### src/rtl/fwd_pkg.sv
// Shared definitions for the decode-stage forwarding unit.
// Assumes three later pipeline stages, ordered youngest first.
package fwd_pkg;
    localparam int NUM_STAGES = 3;

    // Where a corrected operand comes from.
    typedef enum logic [1:0] {
        SRC_RF  = 2'd0,
        SRC_EX  = 2'd1,
        SRC_MEM = 2'd2,
        SRC_WB  = 2'd3
    } fwd_src_e;
endpackage

### src/rtl/fwd_dest_sel.sv
// Picks the destination register of an instruction from its rt and rd
// fields. Assumes use_rd is high for register-to-register operations.
module fwd_dest_sel #(
    parameter int REGW = 5
) (
    input  logic [REGW-1:0] rt,
    input  logic [REGW-1:0] rd,
    input  logic            use_rd,
    output logic [REGW-1:0] dest
);
    // Steer the destination field.
    always_comb dest = use_rd ? rd : rt;
endmodule

### src/rtl/fwd_wb_sel.sv
// Forms the value a writeback instruction commits: memory data or the
// ALU result. Assumes both inputs are already stable for the cycle.
module fwd_wb_sel #(
    parameter int XLEN = 32
) (
    input  logic [XLEN-1:0] mem_rdata,
    input  logic [XLEN-1:0] alu_result,
    input  logic            mem_to_reg,
    output logic [XLEN-1:0] value
);
    // Choose the committed value.
    always_comb value = mem_to_reg ? mem_rdata : alu_result;
endmodule

### src/rtl/fwd_match.sv
// Compares one source register number with the destinations of the later
// stages and reports which stage, if any, supplies the operand. Index 0 is
// the youngest stage and wins ties. Register 0 never matches.
module fwd_match
    import fwd_pkg::*;
#(
    parameter int REGW   = 5,
    parameter int NSTAGE = NUM_STAGES
) (
    input  logic [REGW-1:0]             src,
    input  logic [NSTAGE-1:0][REGW-1:0] dests,
    input  logic [NSTAGE-1:0]           wes,
    output fwd_src_e                    sel
);
    logic [NSTAGE-1:0] hit;
    logic              src_nonzero;

    // Register 0 is hard-wired and is never bypassed.
    always_comb src_nonzero = (src != '0);

    genvar s;
    generate
        for (s = 0; s < NSTAGE; s++) begin : g_cmp
            // One equality comparator per later stage.
            always_comb hit[s] = wes[s] && src_nonzero && (dests[s] == src);
        end
    endgenerate

    // Priority pick: scan oldest to youngest so the youngest hit remains.
    always_comb begin
        sel = SRC_RF;
        for (int i = NSTAGE - 1; i >= 0; i--) begin
            if (hit[i]) sel = fwd_src_e'(2'(i + 1));
        end
    end
endmodule

### src/rtl/fwd_operand_mux.sv
// Selects the corrected operand from the register-file read or one of the
// later-stage values, under control of a fwd_match result.
module fwd_operand_mux
    import fwd_pkg::*;
#(
    parameter int XLEN = 32
) (
    input  fwd_src_e        sel,
    input  logic [XLEN-1:0] rf_val,
    input  logic [XLEN-1:0] ex_val,
    input  logic [XLEN-1:0] mem_val,
    input  logic [XLEN-1:0] wb_val,
    output logic [XLEN-1:0] out
);
    // Four-way operand select.
    always_comb begin
        unique case (sel)
            SRC_EX:  out = ex_val;
            SRC_MEM: out = mem_val;
            SRC_WB:  out = wb_val;
            default: out = rf_val;
        endcase
    end
endmodule

### src/rtl/decode_fwd_unit.sv
// Decode-stage operand forwarding. Both source operands of the decode
// instruction are corrected against execute, memory and writeback
// destinations (six comparators). The corrected values leave combinationally
// for the branch compare and through a latch for the ALU. Assumes load-use
// stalls are handled elsewhere, so the memory stage forwards its ALU result.
module decode_fwd_unit
    import fwd_pkg::*;
#(
    parameter int XLEN = 32,
    parameter int REGW = 5
) (
    input  logic            clk,
    input  logic            rst_n,
    input  logic [REGW-1:0] id_rs_a,
    input  logic [REGW-1:0] id_rs_b,
    input  logic [XLEN-1:0] rf_rdata_a,
    input  logic [XLEN-1:0] rf_rdata_b,
    input  logic [REGW-1:0] ex_rt,
    input  logic [REGW-1:0] ex_rd,
    input  logic            ex_reg_dst,
    input  logic            ex_reg_we,
    input  logic [XLEN-1:0] ex_alu_result,
    input  logic [REGW-1:0] mem_dest,
    input  logic            mem_reg_we,
    input  logic [XLEN-1:0] mem_alu_result,
    input  logic [REGW-1:0] wb_dest,
    input  logic            wb_reg_we,
    input  logic            wb_mem_to_reg,
    input  logic [XLEN-1:0] wb_mem_rdata,
    input  logic [XLEN-1:0] wb_alu_result,
    output logic [XLEN-1:0] opnd_a,
    output logic [XLEN-1:0] opnd_b,
    output logic [XLEN-1:0] ex_latch_a,
    output logic [XLEN-1:0] ex_latch_b
);
    localparam int NSRC = 2;

    logic [REGW-1:0]                ex_dest;
    logic [XLEN-1:0]                wb_value;
    logic [NUM_STAGES-1:0][REGW-1:0] stage_dest;
    logic [NUM_STAGES-1:0]          stage_we;
    logic [NSRC-1:0][REGW-1:0]      src_num;
    logic [NSRC-1:0][XLEN-1:0]      src_rf;
    logic [NSRC-1:0][XLEN-1:0]      src_out;

    fwd_dest_sel #(.REGW(REGW)) u_ex_dest (
        .rt     (ex_rt),
        .rd     (ex_rd),
        .use_rd (ex_reg_dst),
        .dest   (ex_dest)
    );

    fwd_wb_sel #(.XLEN(XLEN)) u_wb_val (
        .mem_rdata  (wb_mem_rdata),
        .alu_result (wb_alu_result),
        .mem_to_reg (wb_mem_to_reg),
        .value      (wb_value)
    );

    // Pack stage information youngest first and gather the sources.
    always_comb begin
        stage_dest = {wb_dest, mem_dest, ex_dest};
        stage_we   = {wb_reg_we, mem_reg_we, ex_reg_we};
        src_num    = {id_rs_b, id_rs_a};
        src_rf     = {rf_rdata_b, rf_rdata_a};
    end

    genvar k;
    generate
        for (k = 0; k < NSRC; k++) begin : g_src
            fwd_src_e sel;

            fwd_match #(.REGW(REGW), .NSTAGE(NUM_STAGES)) u_match (
                .src   (src_num[k]),
                .dests (stage_dest),
                .wes   (stage_we),
                .sel   (sel)
            );

            fwd_operand_mux #(.XLEN(XLEN)) u_mux (
                .sel     (sel),
                .rf_val  (src_rf[k]),
                .ex_val  (ex_alu_result),
                .mem_val (mem_alu_result),
                .wb_val  (wb_value),
                .out     (src_out[k])
            );
        end
    endgenerate

    // Expose the corrected operands to the branch compare.
    always_comb begin
        opnd_a = src_out[0];
        opnd_b = src_out[1];
    end

    // Operand latch into the execute stage.
    always_ff @(posedge clk) begin
        if (!rst_n) begin
            ex_latch_a <= '0;
            ex_latch_b <= '0;
        end else begin
            ex_latch_a <= src_out[0];
            ex_latch_b <= src_out[1];
        end
    end
endmodule

### config.mk
export PLATFORM = sky130hd
export DESIGN_NAME = decode_fwd_unit
export DESIGN_NICKNAME = d
export VERILOG_FILES = /design/src/rtl/fwd_pkg.sv /design/src/rtl/fwd_dest_sel.sv /design/src/rtl/fwd_wb_sel.sv /design/src/rtl/fwd_match.sv /design/src/rtl/fwd_operand_mux.sv /design/src/rtl/decode_fwd_unit.sv
export SDC_FILE = /design/constraint.sdc
export NUM_CORES = 1
export LEC_CHECK = 0
export ABC_AREA = 0
export BUFFER_PORTS_ARGS = -buffer_cell sky130_fd_sc_hd__buf_2
export CAP_MARGIN = 15
export CORE_AREA = 4 4 135 137
export DETAILED_ROUTE_END_ITERATION = 7
export DIE_AREA = 0 0 139 141
export HOLD_SLACK_MARGIN = 0.02
export SYNTH_ARGS = -nofsm -noshare
export SYNTH_HDL_FRONTEND = slang
export SYNTH_HIERARCHICAL = 1
export SYNTH_SLANG_ARGS = --single-unit
### constraint.sdc
create_clock -name clk -period 2.5 [get_ports clk]
set_clock_uncertainty 0.05 [all_clocks]
set_input_delay 0.125 -clock clk [delete_from_list [all_inputs] [get_ports clk]]
set_output_delay 0.125 -clock clk [all_outputs]
set_load 0.03 [all_outputs]
==> metrics, run 1 <==
status finished, final reports clean; CTS root buf clkbuf_16; Crit Path Class input pin to output port; DRT Pass-1 Iters 4; Clock Sinks 64; worst vdd ir 0.277 mV; Req. time, crit path between 2 and 2.5 ns; post-route cell area about 7300 um^2; Power Internal roughly 2600 uW; Core ar. about 17,000 um^2; Yosys top cell by area mux4_2; CTS Buffer Depth 2; Site Rows between 40 and 50; FMAX 0.410 GHz; cell total after placement between 800 and 900; Final Hold Fails 0; initial antenna violation count 1; DR WL/cell 19.2 um; distinct cell type count after synthesis 21; Max Fanout on Critical Path 8; number of routed nets with antenna violations 0; worst slew pin tran 0.294 ns; minimum clock period 2.44 ns; # IOs roughly 360; Seq/Total Area, Yosys 28.9%; CTS Hold Bufs 0; Starting Density roughly 26%; Worst setup EP type output port; yosys warns 6; post-layout util 43.0%; WHS roughly 0.2 ns; leading post-synthesis cells by cell area mux4_2, dfxtp_1, and2_2, mux2_4, xnor2_1; Setup-failing EPs final 0; n_diodes 0; switching power share of the total 31.4%; Post-Syn Area 4430 um^2; sw power 1200 uW; via count ~4,200; drt drc 0; port buffer count roughly 360; Period Utilization, post-route between 90 and 100%; Die H 141 um; Synth top cells by count and2_2, dfxtp_1, mux4_2, mux2_4, xnor2_1; Iteration-0 DRC Markers 130; unrepaired setup endpoints after global routing true; gr ovfl total 0; clock power share a little over a third; share of layout cells above drive strength 1 ~85%; clk slew on worst S/H paths approximately 0.06 ns; FF/Latch Area ~1300 um^2; CTS tree built; pin count of the biggest net entering global routing 65; footprint of the multi-input gates between 2000 and 3000 um^2; most common flop cell mapped by yosys dfxtp_1; slew margin rel. about four fifths; Nets about 910; ys async rst share 0%; area delta synth->final 65.6%; Die X-Extent 139 um; crit path DAT 2.27 ns; drt via density around 4.6; Worst Setup Start Kind input pin; Synth Instances a little over 300; vias in the first global route approximately 4,600; Flop pwr share between 20 and 30%; Post-synth EDFFs 0; first-pass GRT wire length about 25 mm; Cell Area, Placed roughly 6500 um^2; LEAKAGE about 0.0034 uW; Synth Register Bits 64; WL final 17.5 mm; max-cap violations 0; top cell type's share of synthesized area 30.5%; Placer Congestion slightly below 0.9; final instance count without filler cells 912; CTS Buf Count 9; htree depth 3; Tot Pwr around 3800 uW; pwr/cell area ~520 nW/um^2; GRT Util Overall around 17%; die area ~20,000 um^2; detailed placement HPWL between 10 and 15 mm; post-synthesis net count ~540; fill count between 1,500 and 2,000; Hold Crit Class input pin to register; logic gate share of total power between 30% and 40%; Avg Cell Area, Syn between 10 and 15 um^2; Slew Viols, Final 0
-- critical path, cell delays in order --
cell and delay (ns):
buf_2 0.11, or4_4 0.54, nor2_4 0.18, or4_4 0.16, a21o_4 0.21, clkbuf_16 0.21
mux4_2 0.51, buf_2 0.20
-- registers in the layout, summed over array words and instances, names as in the netlist --
| signal | count |
|---|---|
| ex_latch_a | 32 |
| ex_latch_b | 32 |
-- power by group through the flow --
stage / clock (uW) / combinational (uW) / sequential [uW]
floorplan: 0 / 629 / 1290
finish: 1370 / 1350 / 1110
detailed placement: 0 / 1240 / 1130
global placement: 0 / 1220 / 1130
global route: 1480 / 1430 / 1120
CTS: 1420 / 1320 / 1110
-- stage by stage --
stage | setup TNS [ns] | setup slack, ns
after global routing | -0.726 | -0.0441
after detailed placement | -11.64 | -0.169
after floorplan | 0 | 0.149
after CTS | -0.0916 | -0.0151
final | 0 | 0.0589
after global placement | -7.47 | -0.166
-- per-layer routing --
| metal | up-vias | share of wire (%) | global-route usage [%] |
|---|---|---|---|
| li1 | 1922 | - | - |
| met3 | 17 | 9.0 | 5.33 |
| met2 | 235 | 54 | 30.7 |
| met5 | - | 0.086 | 0 |
| met1 | 2031 | 36 | 18.5 |
| met4 | 2 | 1.4 | 3.91 |
-- kinds of logic after synthesis --
group	count (synthesis)	share of synthesized area, %
compound gates	4	0.565
xor+xnor	30	5.93
buf+inv	24	6.19
flops	64	28.9
mux	101	44.8
simple gates	84	13.6
-- layout by cell type, fill, tap and decap left out, types with 3 or more instances in the layout --
cell type / instances
and2_2: 64
buf_12: 13
buf_2: 321
buf_4: 20
buf_6: 29
clkbuf_16: 11
dfxtp_1: 64
mux2_2: 4
mux2_4: 33
mux4_2: 63
nand4_1: 6
or4_4: 4
xnor2_1: 19
xnor2_2: 3
xor2_1: 8
-- final timing paths --
| path | from | endpoint | slack, ns | cells after the start |
|---|---|---|---|---|
| worst max-delay path | id_rs_b[1] | opnd_b[9] | 0.06 | 8 |
| worst min-delay path | rf_rdata_b[8] | ex_latch_b[8] | 0.20 | 3 |
-- repair_timing --
action,4_1_cts,5_1_grt
cloned,2,2
setup buffers,4,2
setup endpoints to repair,63,63
pin swaps,1,6
resized for setup,61,40
-- final cells by class --
cell class,count,share of cell area [%]
clock buffer,11,3.31
multi-input combinational,219,40.8
timing repair buffer,388,33.5
sequential,64,17.5
tap,225,3.84
clock inverter,5,1.07
(Power assumes the default switching activity.)
==> run 2, diff against run 1 <==
==> constraint.sdc (replaced) <==
create_clock -name clk -period 2.5 [get_ports clk]
set_clock_uncertainty 0.05 [all_clocks]
set_input_delay 0.125 -clock clk [delete_from_list [all_inputs] [get_ports clk]]
set_output_delay 0.125 -clock clk [all_outputs]
set_load 0.005 [all_outputs]
==> run 2 against run 1 <==
  * Clock power up 8%
  * Clock-buffer cell count unchanged
  * Sequential share of layout area grew 0.72 points
  * Cell count fell by 0.88%
  * Fmax fell by 2.1%
  * First-iteration DRC count is 15% lower
  * Routed wire length decreased by 1.9%
  * Flip-flop and latch count stayed put
  * Critical endpoint is now opnd_b[23]
  * Largest cell class unchanged
==> metrics, run 2 (synthesis results as in run 1) <==
status finished, final reports clean; area delta synth->final 59.0%; Iteration-0 DRC Markers 111 (-15%); post-route cell area 7040 um^2 (-4.0%); Cell Area, Placed 6500 um^2 (-0.54%); FMAX 0.401 GHz (-2.1%); # IOs 357 (unchanged); footprint of the multi-input gates 2950 um^2 (-1.5%); M2 GR Usage 30.2% (-0.51 points); Core ar. 17,100 um^2 (unchanged); WHS 0.192 ns (-0.00305 ns); Max Fanout on Critical Path 7 (-1); M1 GR Usage 18.2% (-0.33 points); Slew Viols, Final 0 (unchanged); Placer Congestion 0.852 (-4.0%); drt drc 0 (unchanged); Die X-Extent 139 um (unchanged); FF/Latch Area 1280 um^2 (unchanged); unrepaired setup endpoints after global routing true; die area 19,600 um^2 (unchanged); share of layout cells above drive strength 1 84.1% (-0.91 points); Site Rows 48 (unchanged); vias in the first global route 4,426 (-2.7%); clk slew on worst S/H paths 0.06 ns (about the same); drt via density 4.63 (+0.26%); Nets 903 (-0.88%); Setup-failing EPs final 0 (unchanged); biggest regs ex_latch_a: 32 flops, ex_latch_b: 32 flops; n_diodes 0 (unchanged); crit path DAT 2.32 ns (+0.05 ns); most frequent cells in the layout buf_2, and2_2, dfxtp_1; WL final 17.2 mm (-1.9%); detailed placement HPWL 13.6 mm (-1.0%); CTS Hold Bufs 0 (unchanged); htree depth 3 (unchanged); Req. time, crit path 2.33 ns (about the same); LEAKAGE 0.00331 uW (-3.1%); minimum clock period 2.49 ns (+0.0521 ns); met3 usage 4.44% (-0.88 points); CTS Buffer Depth 2 (unchanged); worst slew pin tran 0.940 ns (+0.646 ns); initial antenna violation count 1 (unchanged); Tot Pwr 3530 uW (-7.9%); Period Utilization, post-route 99.7% (+2.1 points); GRT Util Overall 16.2% (-0.36 points); Worst setup EP type output port; pwr/cell area 501 nW/um^2 (-4.1%); max-cap violations 0 (unchanged); number of routed nets with antenna violations 0 (unchanged); Worst Setup Start Kind input pin; DR WL/cell 19.0 um (-1.0%); fill count 1,676 (+2.4%); grt peak-use layer met2; slew margin rel. 37.3% (-43 points); worst vdd ir 0.293 mV (+5.7%); via count 4,181 (-0.62%); Die H 141 um (unchanged); Crit Path Class input pin to output port; port buffer count 356 (unchanged); CTS tree built; CTS Buf Count 9 (unchanged); Final Hold Fails 0 (unchanged); commonest non-fill, non-tap cell in the layout buf_2; Hold Crit Class input pin to register; first-pass GRT wire length 24.6 mm (-3.2%); pin count of the biggest net entering global routing 65 (unchanged); CTS root buf clkbuf_16; Starting Density 26.0% (unchanged); gr ovfl total 0 (unchanged); setup TNS 0 ns (unchanged); Clock Sinks 64 (unchanged); DRT Pass-1 Iters 4 (unchanged)
[run 2: changes by cell type in the layout (fill, tap and decap cells not counted), sizes merged]
cell    previous run  this run
bufinv             2         3
buf              385       377
inv                1         0
[run 2: power breakdown]
part	leakage [uW]	switching (uW)	internal, uW	total [uW]
sequential	0.000533	19.3	1090	1110
combinational	0.00261	372	566	938
clock	0.000170	476	1000	1480
[run 2: final timing paths]
path                  startpoint             end  slack, ns  cells past startpoint
setup / recovery      ex_reg_dst      opnd_b[23]      0.007                     10
hold / removal    rf_rdata_b[31]  ex_latch_b[31]       0.19                      3
[run 2: stage by stage]
step	cells	util, %	setup slack (ns)
floorplan	307	-	0.282
global route	904	41.3	-0.0615
detailed placement	883	38.1	-0.0845
CTS	899	40.2	0.00863
global placement	883	38.1	-0.0311
finish	904	41.3	0.00677
[run 2: area by class of cell]
cell class,instances,share of cell area [%]
Tap cell,225,4.00
Clock inverter,5,1.47
Clock buffer,11,3.45
Timing Repair Buffer,380,31.0
Sequential cell,64,18.2
Multi-Input combinational cell,219,41.8
[run 2: critical path, cell delays in order]
cell       delay (ns)
buf_12           0.11
mux2_4           0.32
xnor2_2          0.16
nand4_1          0.14
nor4_2           0.32
a21o_2           0.16
buf_12           0.14
clkbuf_16        0.18
mux4_2           0.51
buf_2            0.14
[run 2: routing by layer]
layer | share of wire (%) | vias to the layer above | wire (um)
li1 | - | 1909 | -
met1 | 39 | 2034 | 6620
met2 | 53 | 221 | 9090
met3 | 7.4 | 15 | 1280
met4 | 1.1 | 2 | 187
met5 | 0.076 | - | 13
[run 2: what timing repair did]
item,in CTS,in global routing
pin swaps,0,4
endpoints found under the setup margin,35,64
gates cloned,0,4
resized for setup,2,21
buffers inserted,0,1
==> run 3, diff against run 2 <==
--- a/config.mk
+++ b/config.mk
@@ -6,7 +6,7 @@
 export NUM_CORES = 1
 export LEC_CHECK = 0
 export ABC_AREA = 0
-export BUFFER_PORTS_ARGS = -buffer_cell sky130_fd_sc_hd__buf_2
+export BUFFER_PORTS_ARGS = -buffer_cell sky130_fd_sc_hd__buf_4
 export CAP_MARGIN = 15
 export CORE_AREA = 4 4 135 137
 export DETAILED_ROUTE_END_ITERATION = 7
==> run 3 against run 2 <==
  * The flow now finishes with violations (negative setup slack)
  * Critical path depth stayed put
  * Non-clock buffer count grew 8
  * Total power up 1.8%
  * Worst hold slack improved by 0.0050 ns
  * Clock-buffer cell count unchanged
  * Die area did not move
==> metrics, run 3 (synthesis results as in run 1) <==
vias in the first global route 4,605 (+4.0%); CTS tree built; worst vdd ir 0.282 mV (-3.7%); CP cell instances buf_12, mux2_4, xnor2_1, nand4_1, nor4_2, a21o_2, buf_12, clkbuf_16, mux4_2, buf_6; crit-path max cell delay 0.53 ns (+0.02 ns); # IOs 357 (unchanged); die area 19,600 um^2 (unchanged); Cell Area, Placed 7400 um^2 (+14%); Worst setup EP type output port; gr ovfl total 0 (unchanged); via count 4,241 (+1.4%); clk slew on worst S/H paths 0.06 ns (about the same); DRT Pass-1 Iters 4 (unchanged); Max Fanout on Critical Path 8 (+1); Final WS setup -0.00309 ns (-0.00985 ns); crit path DAT 2.33 ns (about the same); Nets 911 (+0.89%); Worst Setup Start Kind input pin; GRT Util Overall 17.8% (+1.5 points); Crit Path Class input pin to output port; commonest non-fill, non-tap cell in the layout buf_4; status finished, violations left; FF/Latch Area 1280 um^2 (unchanged); Hold Crit Class input pin to register; CTS Buf Count 9 (unchanged); Worst path slowest cell mux4_2; Top Family by Delay on Critical Path multiplexers; post-layout util 47.7% (+6.4 points); unrepaired setup endpoints after global routing true; Site Rows 48 (unchanged); fill count 1,591 (-5.1%); Iteration-0 DRC Markers 131 (+18%); n_diodes 0 (unchanged); Crit path buffers/inverters 4 (unchanged); Die X-Extent 139 um (unchanged); Placer Congestion 0.926 (+8.6%); pin count of the biggest net entering global routing 65 (unchanged); Req. time, crit path 2.33 ns (about the same); WHS 0.197 ns (+0.00500 ns); biggest regs ex_latch_a: 32 flops, ex_latch_b: 32 flops; drt drc 0 (unchanged); failing checks negative setup slack; CTS Hold Bufs 0 (unchanged); area delta synth->final 83.6%; Die H 141 um (unchanged); setup TNS -0.00798 ns (-0.00798 ns); worst slew pin tran 0.531 ns (-0.409 ns); port buffer count 356 (unchanged); FMAX 0.400 GHz (-0.39%); LEAKAGE 0.00367 uW (+11%); Period Utilization, post-route 100% (+0.39 points); Slew Viols, Final 0 (unchanged); most frequent cells in the layout buf_4, and2_2, dfxtp_1, mux4_2, buf_6; CTS Buffer Depth 2 (unchanged); number of routed nets with antenna violations 0 (unchanged); Final Hold Fails 0 (unchanged); detailed placement HPWL 15.0 mm (+10%); DR WL/cell 20.4 um (+7.0%); share of layout cells above drive strength 1 84.7% (+0.62 points); first-pass GRT wire length 26.7 mm (+8.8%); initial antenna violation count 0 (-1); slew margin rel. 64.6% (+27 points); WL final 18.6 mm (+8.0%); htree depth 3 (unchanged); post-route cell area 8130 um^2 (+15%); pwr/cell area 442 nW/um^2 (-12%); Clock Sinks 64 (unchanged); Setup-failing EPs final 4 (+4); footprint of the multi-input gates 2950 um^2 (unchanged); critical path's most frequent cell buf_12; Starting Density 26.0% (unchanged); Core ar. 17,100 um^2 (unchanged); CTS root buf clkbuf_16; drt via density 4.65 (+0.55%); max-cap violations 0 (unchanged); minimum clock period 2.50 ns (+0.00985 ns)
run 3: path summary, 6_finish.rpt:
kind / from / to / slack [ns] / cells after the start
setup / recovery: ex_reg_dst / opnd_a[20] / -0.003 / 10
hold / removal: rf_rdata_b[8] / ex_latch_b[8] / 0.20 / 3
run 3: area by class of cell:
| type | instances | share of cell area (%) |
|---|---|---|
| timing repair buffer | 388 | 40.9 |
| multi-input combinational | 219 | 36.3 |
| sequential | 64 | 15.8 |
| tap | 225 | 3.46 |
| clock buffer | 11 | 2.99 |
| clock inverter | 5 | 0.692 |
run 3: power by group:
part	internal [uW]	switching, uW
Sequential	1100	23.0
Clock	797	470
Combinational	801	405
Total	2690	898
run 3: what timing repair did:
| item | in CTS | in global routing |
|---|---|---|
| setup buffers | 0 | 9 |
| gates cloned | 0 | 3 |
| pin swaps | 0 | 5 |
| setup endpoints to repair | 24 | 64 |
| resized for setup | 2 | 71 |
run 3: metrics by stage:
| stage | cells | power, uW | setup WS, ns |
|---|---|---|---|
| after floorplan | 307 | 1590 | 0.282 |
| after global placement | 884 | 2230 | -0.0674 |
| after detailed placement | 884 | 2250 | -0.111 |
| after CTS | 900 | 3540 | 0.00186 |
| after global routing | 912 | 3780 | -0.127 |
| final | 912 | 3590 | -0.00309 |
run 3: layer usage:
| layer | vias up | part of all wire, % | GRT usage, % |
|---|---|---|---|
| met1 | 2051 | 37 | 19.7 |
| met3 | 29 | 7.1 | 5.50 |
| met2 | 244 | 54 | 32.5 |
| met5 | - | 0 | 0 |
| met4 | 0 | 1.8 | 5.51 |
| li1 | 1917 | - | - |
